`config.mk`:
```
export PLATFORM = sky130hd
export DESIGN_NAME = sdram_pwrup_seq
export DESIGN_NICKNAME = d
export VERILOG_FILES = /design/src/rtl/sdram_init_pkg.sv /design/src/rtl/pwrup_stab_timer.sv /design/src/rtl/pwrup_gap_timer.sv /design/src/rtl/pwrup_cmd_decode.sv /design/src/rtl/sdram_pwrup_seq.sv
export SDC_FILE = /design/constraint.sdc
export NUM_CORES = 1
export LEC_CHECK = 0
export BUFFER_PORTS_ARGS = -buffer_cell sky130_fd_sc_hd__buf_2
export CELL_PAD_IN_SITES_DETAIL_PLACEMENT = 0
export CELL_PAD_IN_SITES_GLOBAL_PLACEMENT = 1
export CORE_ASPECT_RATIO = 1.2
export CORE_MARGIN = 2
export CORE_UTILIZATION = 44
export DETAILED_ROUTE_END_ITERATION = 6
export GPL_ROUTABILITY_DRIVEN = 0
export PLACE_DENSITY_LB_ADDON = 0.1
export REMOVE_ABC_BUFFERS = 1
export SYNTH_ARGS = -nofsm -noshare
export SYNTH_HDL_FRONTEND = slang
export SYNTH_SLANG_ARGS = --single-unit
```
`constraint.sdc`:
```
create_clock -name clk -period 6.2 [get_ports clk]
set_input_delay 1.24 -clock clk [delete_from_list [all_inputs] [get_ports clk]]
set_output_delay 1.24 -clock clk [all_outputs]
set_load 0.01 [all_outputs]
```
`src/rtl/sdram_init_pkg.sv`:
```
package sdram_init_pkg;

  typedef enum logic [3:0] {
    ST_IDLE,
    ST_NOP,
    ST_PRE,
    ST_WAIT_RP,
    ST_REF,
    ST_WAIT_RFC,
    ST_MRS,
    ST_WAIT_MRD,
    ST_DONE
  } init_state_e;

  // {cs_n, ras_n, cas_n, we_n}
  localparam logic [3:0] CMD_NOP = 4'b0111;
  localparam logic [3:0] CMD_PRE = 4'b0010;
  localparam logic [3:0] CMD_REF = 4'b0001;
  localparam logic [3:0] CMD_MRS = 4'b0000;

  localparam int NUM_REFRESH = 2;
  localparam int ALL_BANK_BIT = 10;

endpackage

```
`src/rtl/pwrup_stab_timer.sv`:
```
module pwrup_stab_timer #(
  parameter int LIMIT = 20000
) (
  input  logic clk,
  input  logic rst,
  input  logic run,
  output logic expired
);
  localparam int W = (LIMIT > 1) ? $clog2(LIMIT) : 1;
  localparam logic [W-1:0] LAST = W'(LIMIT - 1);

  logic [W-1:0] cnt_q;

  always_ff @(posedge clk) begin
    if (rst)
      cnt_q <= '0;
    else if (run && (cnt_q != LAST))
      cnt_q <= cnt_q + 1'b1;
  end

  assign expired = run && (cnt_q == LAST);
endmodule

```
`src/rtl/pwrup_gap_timer.sv`:
```
module pwrup_gap_timer #(
  parameter int W = 4
) (
  input  logic         clk,
  input  logic         rst,
  input  logic         load,
  input  logic [W-1:0] load_val,
  output logic         zero
);
  logic [W-1:0] cnt_q;

  always_ff @(posedge clk) begin
    if (rst)
      cnt_q <= '0;
    else if (load)
      cnt_q <= load_val;
    else if (cnt_q != '0)
      cnt_q <= cnt_q - 1'b1;
  end

  assign zero = (cnt_q == '0);
endmodule

```
`src/rtl/pwrup_cmd_decode.sv`:
```
module pwrup_cmd_decode
  import sdram_init_pkg::*;
#(
  parameter int ADDR_W = 13,
  parameter int BA_W   = 2,
  parameter logic [ADDR_W-1:0] MODE_WORD = 'h033
) (
  input  init_state_e       state,
  output logic [3:0]        cmd,
  output logic [ADDR_W-1:0] addr,
  output logic [BA_W-1:0]   ba
);
  localparam logic [ADDR_W-1:0] ALL_BANKS = ADDR_W'(1) << ALL_BANK_BIT;

  always_comb begin
    cmd  = CMD_NOP;
    addr = '0;
    ba   = '0;
    unique case (state)
      ST_PRE: begin
        cmd  = CMD_PRE;
        addr = ALL_BANKS;
      end
      ST_REF: cmd = CMD_REF;
      ST_MRS: begin
        cmd  = CMD_MRS;
        addr = MODE_WORD;
      end
      default: ;
    endcase
  end
endmodule

```
`src/rtl/sdram_pwrup_seq.sv`:
```
module sdram_pwrup_seq
  import sdram_init_pkg::*;
#(
  parameter int ADDR_W      = 13,
  parameter int BA_W        = 2,
  parameter int STAB_CYCLES = 20000,
  parameter int T_RP        = 3,
  parameter int T_RFC       = 8,
  parameter int T_MRD       = 2,
  parameter logic [ADDR_W-1:0] MODE_WORD = 'h033
) (
  input  logic              clk,
  input  logic              rst,
  output logic              init_done,
  output logic              sd_cs_n,
  output logic              sd_ras_n,
  output logic              sd_cas_n,
  output logic              sd_we_n,
  output logic [ADDR_W-1:0] sd_addr,
  output logic [BA_W-1:0]   sd_ba
);
  localparam int T_MAX = (T_RP > T_RFC) ? ((T_RP > T_MRD) ? T_RP : T_MRD)
                                        : ((T_RFC > T_MRD) ? T_RFC : T_MRD);
  localparam int GAP_W = $clog2(T_MAX) + 1;
  localparam int RC_W  = $clog2(NUM_REFRESH) + 1;

  init_state_e       state_q, state_d;
  logic [RC_W-1:0]   ref_cnt_q;
  logic              stab_exp;
  logic              gap_zero;
  logic              gap_load;
  logic [GAP_W-1:0]  gap_val;
  logic [3:0]        cmd;

  pwrup_stab_timer #(.LIMIT(STAB_CYCLES)) u_stab (
    .clk     (clk),
    .rst     (rst),
    .run     (state_q == ST_IDLE),
    .expired (stab_exp)
  );

  // Gap of T cycles between command cycles: T-1 wait cycles, counter from T-2.
  always_comb begin
    gap_load = 1'b1;
    gap_val  = '0;
    case (state_q)
      ST_PRE:  gap_val = GAP_W'(T_RP - 2);
      ST_REF:  gap_val = GAP_W'(T_RFC - 2);
      ST_MRS:  gap_val = GAP_W'(T_MRD - 2);
      default: gap_load = 1'b0;
    endcase
  end

  pwrup_gap_timer #(.W(GAP_W)) u_gap (
    .clk      (clk),
    .rst      (rst),
    .load     (gap_load),
    .load_val (gap_val),
    .zero     (gap_zero)
  );

  always_comb begin
    state_d = state_q;
    unique case (state_q)
      ST_IDLE:     if (stab_exp) state_d = ST_NOP;
      ST_NOP:      state_d = ST_PRE;
      ST_PRE:      state_d = ST_WAIT_RP;
      ST_WAIT_RP:  if (gap_zero) state_d = ST_REF;
      ST_REF:      state_d = ST_WAIT_RFC;
      ST_WAIT_RFC: if (gap_zero)
                     state_d = (ref_cnt_q == RC_W'(NUM_REFRESH)) ? ST_MRS : ST_REF;
      ST_MRS:      state_d = ST_WAIT_MRD;
      ST_WAIT_MRD: if (gap_zero) state_d = ST_DONE;
      ST_DONE:     state_d = ST_DONE;
      default:     state_d = ST_IDLE;
    endcase
  end

  always_ff @(posedge clk) begin
    if (rst) begin
      state_q   <= ST_IDLE;
      ref_cnt_q <= '0;
    end else begin
      state_q <= state_d;
      if (state_q == ST_REF)
        ref_cnt_q <= ref_cnt_q + 1'b1;
    end
  end

  pwrup_cmd_decode #(
    .ADDR_W    (ADDR_W),
    .BA_W      (BA_W),
    .MODE_WORD (MODE_WORD)
  ) u_dec (
    .state (state_q),
    .cmd   (cmd),
    .addr  (sd_addr),
    .ba    (sd_ba)
  );

  assign {sd_cs_n, sd_ras_n, sd_cas_n, sd_we_n} = cmd;
  assign init_done = (state_q == ST_DONE);
endmodule

```
== Word level (Yosys, flattened, before mapping) ==
Index checks and enable logic that the tools add are counted.

* Add/subtract/negate cells: 3
* Multiply operators: 0
* Div/mod/pow operators: 0
* Magnitude comparators: 0
* Equality and inequality tests: 15
* Shift-type cells: 0
* Mux-type cells: 12
* Bitwise gates (word level): 0
* Reductions and logical operators: 8

{| class="wikitable"
|+ Operators with widths
! cell !! count
|-
| 4-bit one-hot mux with 9 select lines || 1
|-
| 4-bit 2-to-1 mux || 6
|-
| 11-bit one-hot mux with 2 select lines || 1
|-
| 4-bit by 3-bit equality test with 1-bit output, second input constant || 4
|-
| 15-bit by 1-bit adder with 15-bit output, second input constant || 1
|-
| 15-bit equality test, second input constant || 1
|-
| 15-bit inequality test, second input constant || 1
|-
| 3-bit one-hot mux with 3 select lines || 1
|-
| 4-bit by 2-bit equality test with 1-bit output, second input constant || 2
|-
| 4-bit zero test || 2
|-
| 2-bit inequality test, second input constant || 4
|-
| 3-bit one-hot mux with 2 select lines || 1
|-
| 4-bit by 1-bit equality test with 1-bit output, second input constant || 1
|-
| 4-bit equality test, second input constant || 1
|-
| 4-bit AND reduction || 1
|-
| 4-bit nonzero test || 1
|-
| 4-bit by 1-bit subtractor with 4-bit output, second input constant || 1
|-
| 3-bit OR reduction || 1
|-
| 2-bit by 1-bit adder with 2-bit output, second input constant || 1
|-
| 2-bit equality test, second input constant || 1
|-
| 1-bit logical AND || 2
|-
| 2-bit 2-to-1 mux || 1
|-
| 2-bit nonzero test || 1
|-
| 1-bit 2-to-1 mux || 1
|}

* Bits in registers: 25
* Bits in latches: 0
* RAM bits: 0
* Memory bits (read-only): 0
* Input bits: 2
* Word-level logic and storage cells: 42
* Memories: 0

== Depth between registers and ports, before layout ==
* Depth in word-level cells: 4
* Gate-level depth with buffers: 6
* Depth with buffers taken out: 6

== Modules after synthesis ==
From an unflattened synthesis, not the netlist that was laid out.

* Cell total of the unflattened synthesis: 167
* Area total of the unflattened synthesis: 1488.9 um^2

{| class="wikitable"
|+ By module, submodules not included
! module !! times used !! cells an instance !! area each (um^2) !! sequential area each (um^2)
|-
| pwrup_stab_timer || 1 || 83 || 749.5 || 300.3
|-
| sdram_pwrup_seq || 1 || 39 || 366.6 || 120.1
|-
| pwrup_gap_timer || 1 || 24 || 229.0 || 80.1
|-
| pwrup_cmd_decode || 1 || 21 || 143.9 || 0.0
|}

== Worst setup path after synthesis ==
No wires, ideal clock.

* Kind: register to output
* From: reg state_q[2]
* To: out sd_cas_n
* Data arrival time: 1.091 ns
* Data required time: 4.960 ns
* Setup slack: 3.869 ns
* Cell stages (with the launch flop): 3
* Path buffers: 1
* Cell sequence: dfxtp_1 clkbuf_1 or3b_2

* Cells in the longest elaborated chain, start to end: 2
* Elaborated cells between the ends (all ways): 4

{| class="wikitable"
|+ Ends and longest elaborated chain
! element !! RTL line !! RTL
|-
| start, declared || sdram_pwrup_seq.sv:27 || <nowiki>init_state_e state_q, state_d;</nowiki>
|-
| start signal, assigned || sdram_pwrup_seq.sv:84 || <nowiki>state_q <= state_d;</nowiki>
|-
| 4-bit by 3-bit equality test with 1-bit output / 4-bit by 2-bit equality test with 1-bit output (equally long branches) || pwrup_cmd_decode.sv:19 || <nowiki>unique case (state)</nowiki>
|-
| 3-bit one-hot mux with 3 select lines * || pwrup_cmd_decode.sv:19 ||
|-
| end, declared || sdram_pwrup_seq.sv:17 || <nowiki>output logic sd_cas_n,</nowiki>
|}

Mark *: on every way between the ends. The rest lies on a longest branch, timed or not.

== Worst setup path after layout ==
Ends and elaborated chain as after synthesis.

==> out/qor.yml <==
worstPathArrival_ps: 1530
grt_pass1_wl_mm: 4.678
synth-simple-area-share_pct: 28.65
firstDrtPassIters: 4
wirelength_mm: 2.562
power_density_nw_per_um2: 270.3
grt_pass1_vias: 1115
syn_area_per_cell_um2: 8.419
core-area_um2: 3055
synthXorXnorAreaFrac_pct: 5.640
synth_ff_type: "dfxtp_1"
synth_compound_area_share_pct: 12.26
critPathKind: "reg -> out"
cpMaxStageDelayCell: "dfxtp_1"
layout_commonest_cell: "dfxtp_1"
layout_min_cycle_time_ps: 2768
synthArstFlopShare_pct: 0
synth_top_family_by_area: "simple AND/OR/NAND/NOR gates"
fillers: 323
grt_setup_unrepaired: "false"
synth_area_um2: 1398
slew_viol_final: 0
antenna_found_initial: 0
remaining_drc_errors: 0
grt_util_all_layers_pct: 16.08
crit_path_cell_trace: "or3b_2 > buf_2"
setup_viol: 0
num_rows: 22
worst_pin_slew_ps: 849.7
synth_cell_types: 43
vias_per_cell: 5.495
cp-end-kind: "primary output"
fin_cells: 204
nets: 174
chipHeight_um: 65.74
synth_top_area_cell: "dfxtp_1"
cts_hold_buf: 0
initial_core_util_pct: 45.74
vias: 1121
drtIter0Drc: 14
synthToLayoutAreaGrowth_pct: 0.6268
cts_made_buffers: 3
slew-limit-headroom_pct: 43.23
synthTopCellsByArea: "dfxtp_1 36%, buf_4 7.5%, xnor2_1 4.4%"
cts_tree: "yes"
tns_ps: 0
fmax_mhz: 361.2
post_cts_buffers: 0
critical_path.max_fanout: 12
synth_warnings: 0
die-area_um2: 3645
synth_seq_cells: 25
syn_inst: 166
n_antenna_cell: 0
dp_hpwl_mm: 1.895
grt-ovfl-total: 0
hold_violations: 0
yosysTopAreaCellShare_pct: 35.81
htree_levels: 1
outcome: "completed"
synth_mux_area_share_pct: 2.328
wire_per_inst_um: 12.56
vdd_drop_max_mv: 0.1640
die_x_um: 55.45
cts.sinks: 25
synth-edff-count: 0
detail-route-antenna-nets: 0
worst_clock_skew_ps: 5.238
grt_max_degree: 29
layout_common_cells: "25 x dfxtp_1, 15 x nor2_1, 11 x conb_1"
required_ps: 4960
clockRootBuffer: "clkbuf_4"
insertion_delay_ps: 310
port_buffers: 10
max_stage_delay_ps: 570
power.total_uw: 380.2
max_cap_viol_count: 0
synth_fa_ha_area_share_pct: 2.686
io_pins: 22
post_cts_resized: 0
clk_path_buf_depth: 2
critPathLaunchType: "flop"
period_share_pct: 44.65
hp-class: "reg -> reg"
drive_above_1_share_pct: 11.90
clkSlewWorstSetupHoldPaths_ps: 140
dpl.cell_count: 200
power.leakage_nw: 0.5068
synth-seq-area-share_pct: 35.81
## synthesized netlist by cell type (2+ instances only)
cell type and n:
buf_4 14, a311oi_1 2, o21ai_0 5, ha_1 3
nor3_1 5, inv_1 6, or3b_2 2, a21oi_1 9
or4_1 3, xnor2_1 7, buf_1 2, xor2_1 2
nand2_1 10, buf_6 2, mux2_2 2, and4_1 2
clkbuf_1 4, nand2b_1 4, nand3_1 6, nand4_1 4
nor4_1 4, nor2b_1 2, a211oi_1 2, dfxtp_1 25
and3_1 2, nor2_1 15, o31ai_1 2, or3_1 5
## stage by stage
| step | utilization (%) | setup slack, ps | hold slack (ps) | cell area (um^2) |
|---|---|---|---|---|
| floorplan | - | 3988 | 447.1 | 1285 |
| global placement | 45.17 | 3826 | 477.5 | 1380 |
| detailed placement | 45.17 | 3808 | 489.4 | 1380 |
| CTS | 46.03 | 3424 | 505.7 | 1406 |
| global route | 46.03 | 3372 | 541.0 | 1406 |
| finish | 46.03 | 3432 | 499.4 | 1406 |
## registers in the layout, summed over array words and instances, names as in the netlist
name and cells:
u_stab.cnt_q 15, u_gap.cnt_q 4, state_q 4, ref_cnt_q 2
## logic make-up after synthesis
kind of cell    Yosys count
simple gates             70
xor+xnor                  9
compound gates           27
other cells               1
buf+inv                  28
mux                       3
fa+ha+maj                 3
flops                    25
## per-layer routing
layer  part of all wire (%)  GRT usage (%)  wire length (um)  up-vias
li1                       -              -                 -      573
met1                     46          17.48              1166      531
met2                     51          30.95              1303       15
met3                    2.7          1.772                70        2
met4                   0.86          7.317                22        0
met5                      0              0                 0        -
## worst max-delay path, delay by kind of cell, from the launching register on
family	cells	cell delay, ps
buf+inv	1	150
flops	1	570
simple gates	1	490
## report_power, final
group,switching [mW],leakage (nW),internal [mW]
sequential,0.0176,0.203,0.178
combinational,0.0616,0.289,0.0498
clock,0.0481,0.0150,0.0251
## area by class of cell
class | count | area, um^2 | area share [%]
Multi-Input combinational cell | 123 | 762.0 | 54.18
Sequential cell | 25 | 500.5 | 35.59
Timing Repair Buffer | 10 | 50.05 | 3.559
Tap cell | 36 | 45.04 | 3.203
Clock buffer | 4 | 26.28 | 1.868
Inverter | 6 | 22.52 | 1.601
## path summary, 6_finish.rpt
path / from / end / slack, ps / cells past startpoint
max: state_q[2] / sd_cas_n / 3430 / 2
min: u_stab.cnt_q[14] / u_stab.cnt_q[14] / 500 / 2
max reg2reg: state_q[2] / u_stab.cnt_q[13] / 4050 / 4
min reg2reg: u_stab.cnt_q[14] / u_stab.cnt_q[14] / 500 / 2
Note: power is estimated with default switching activity, not from simulation.
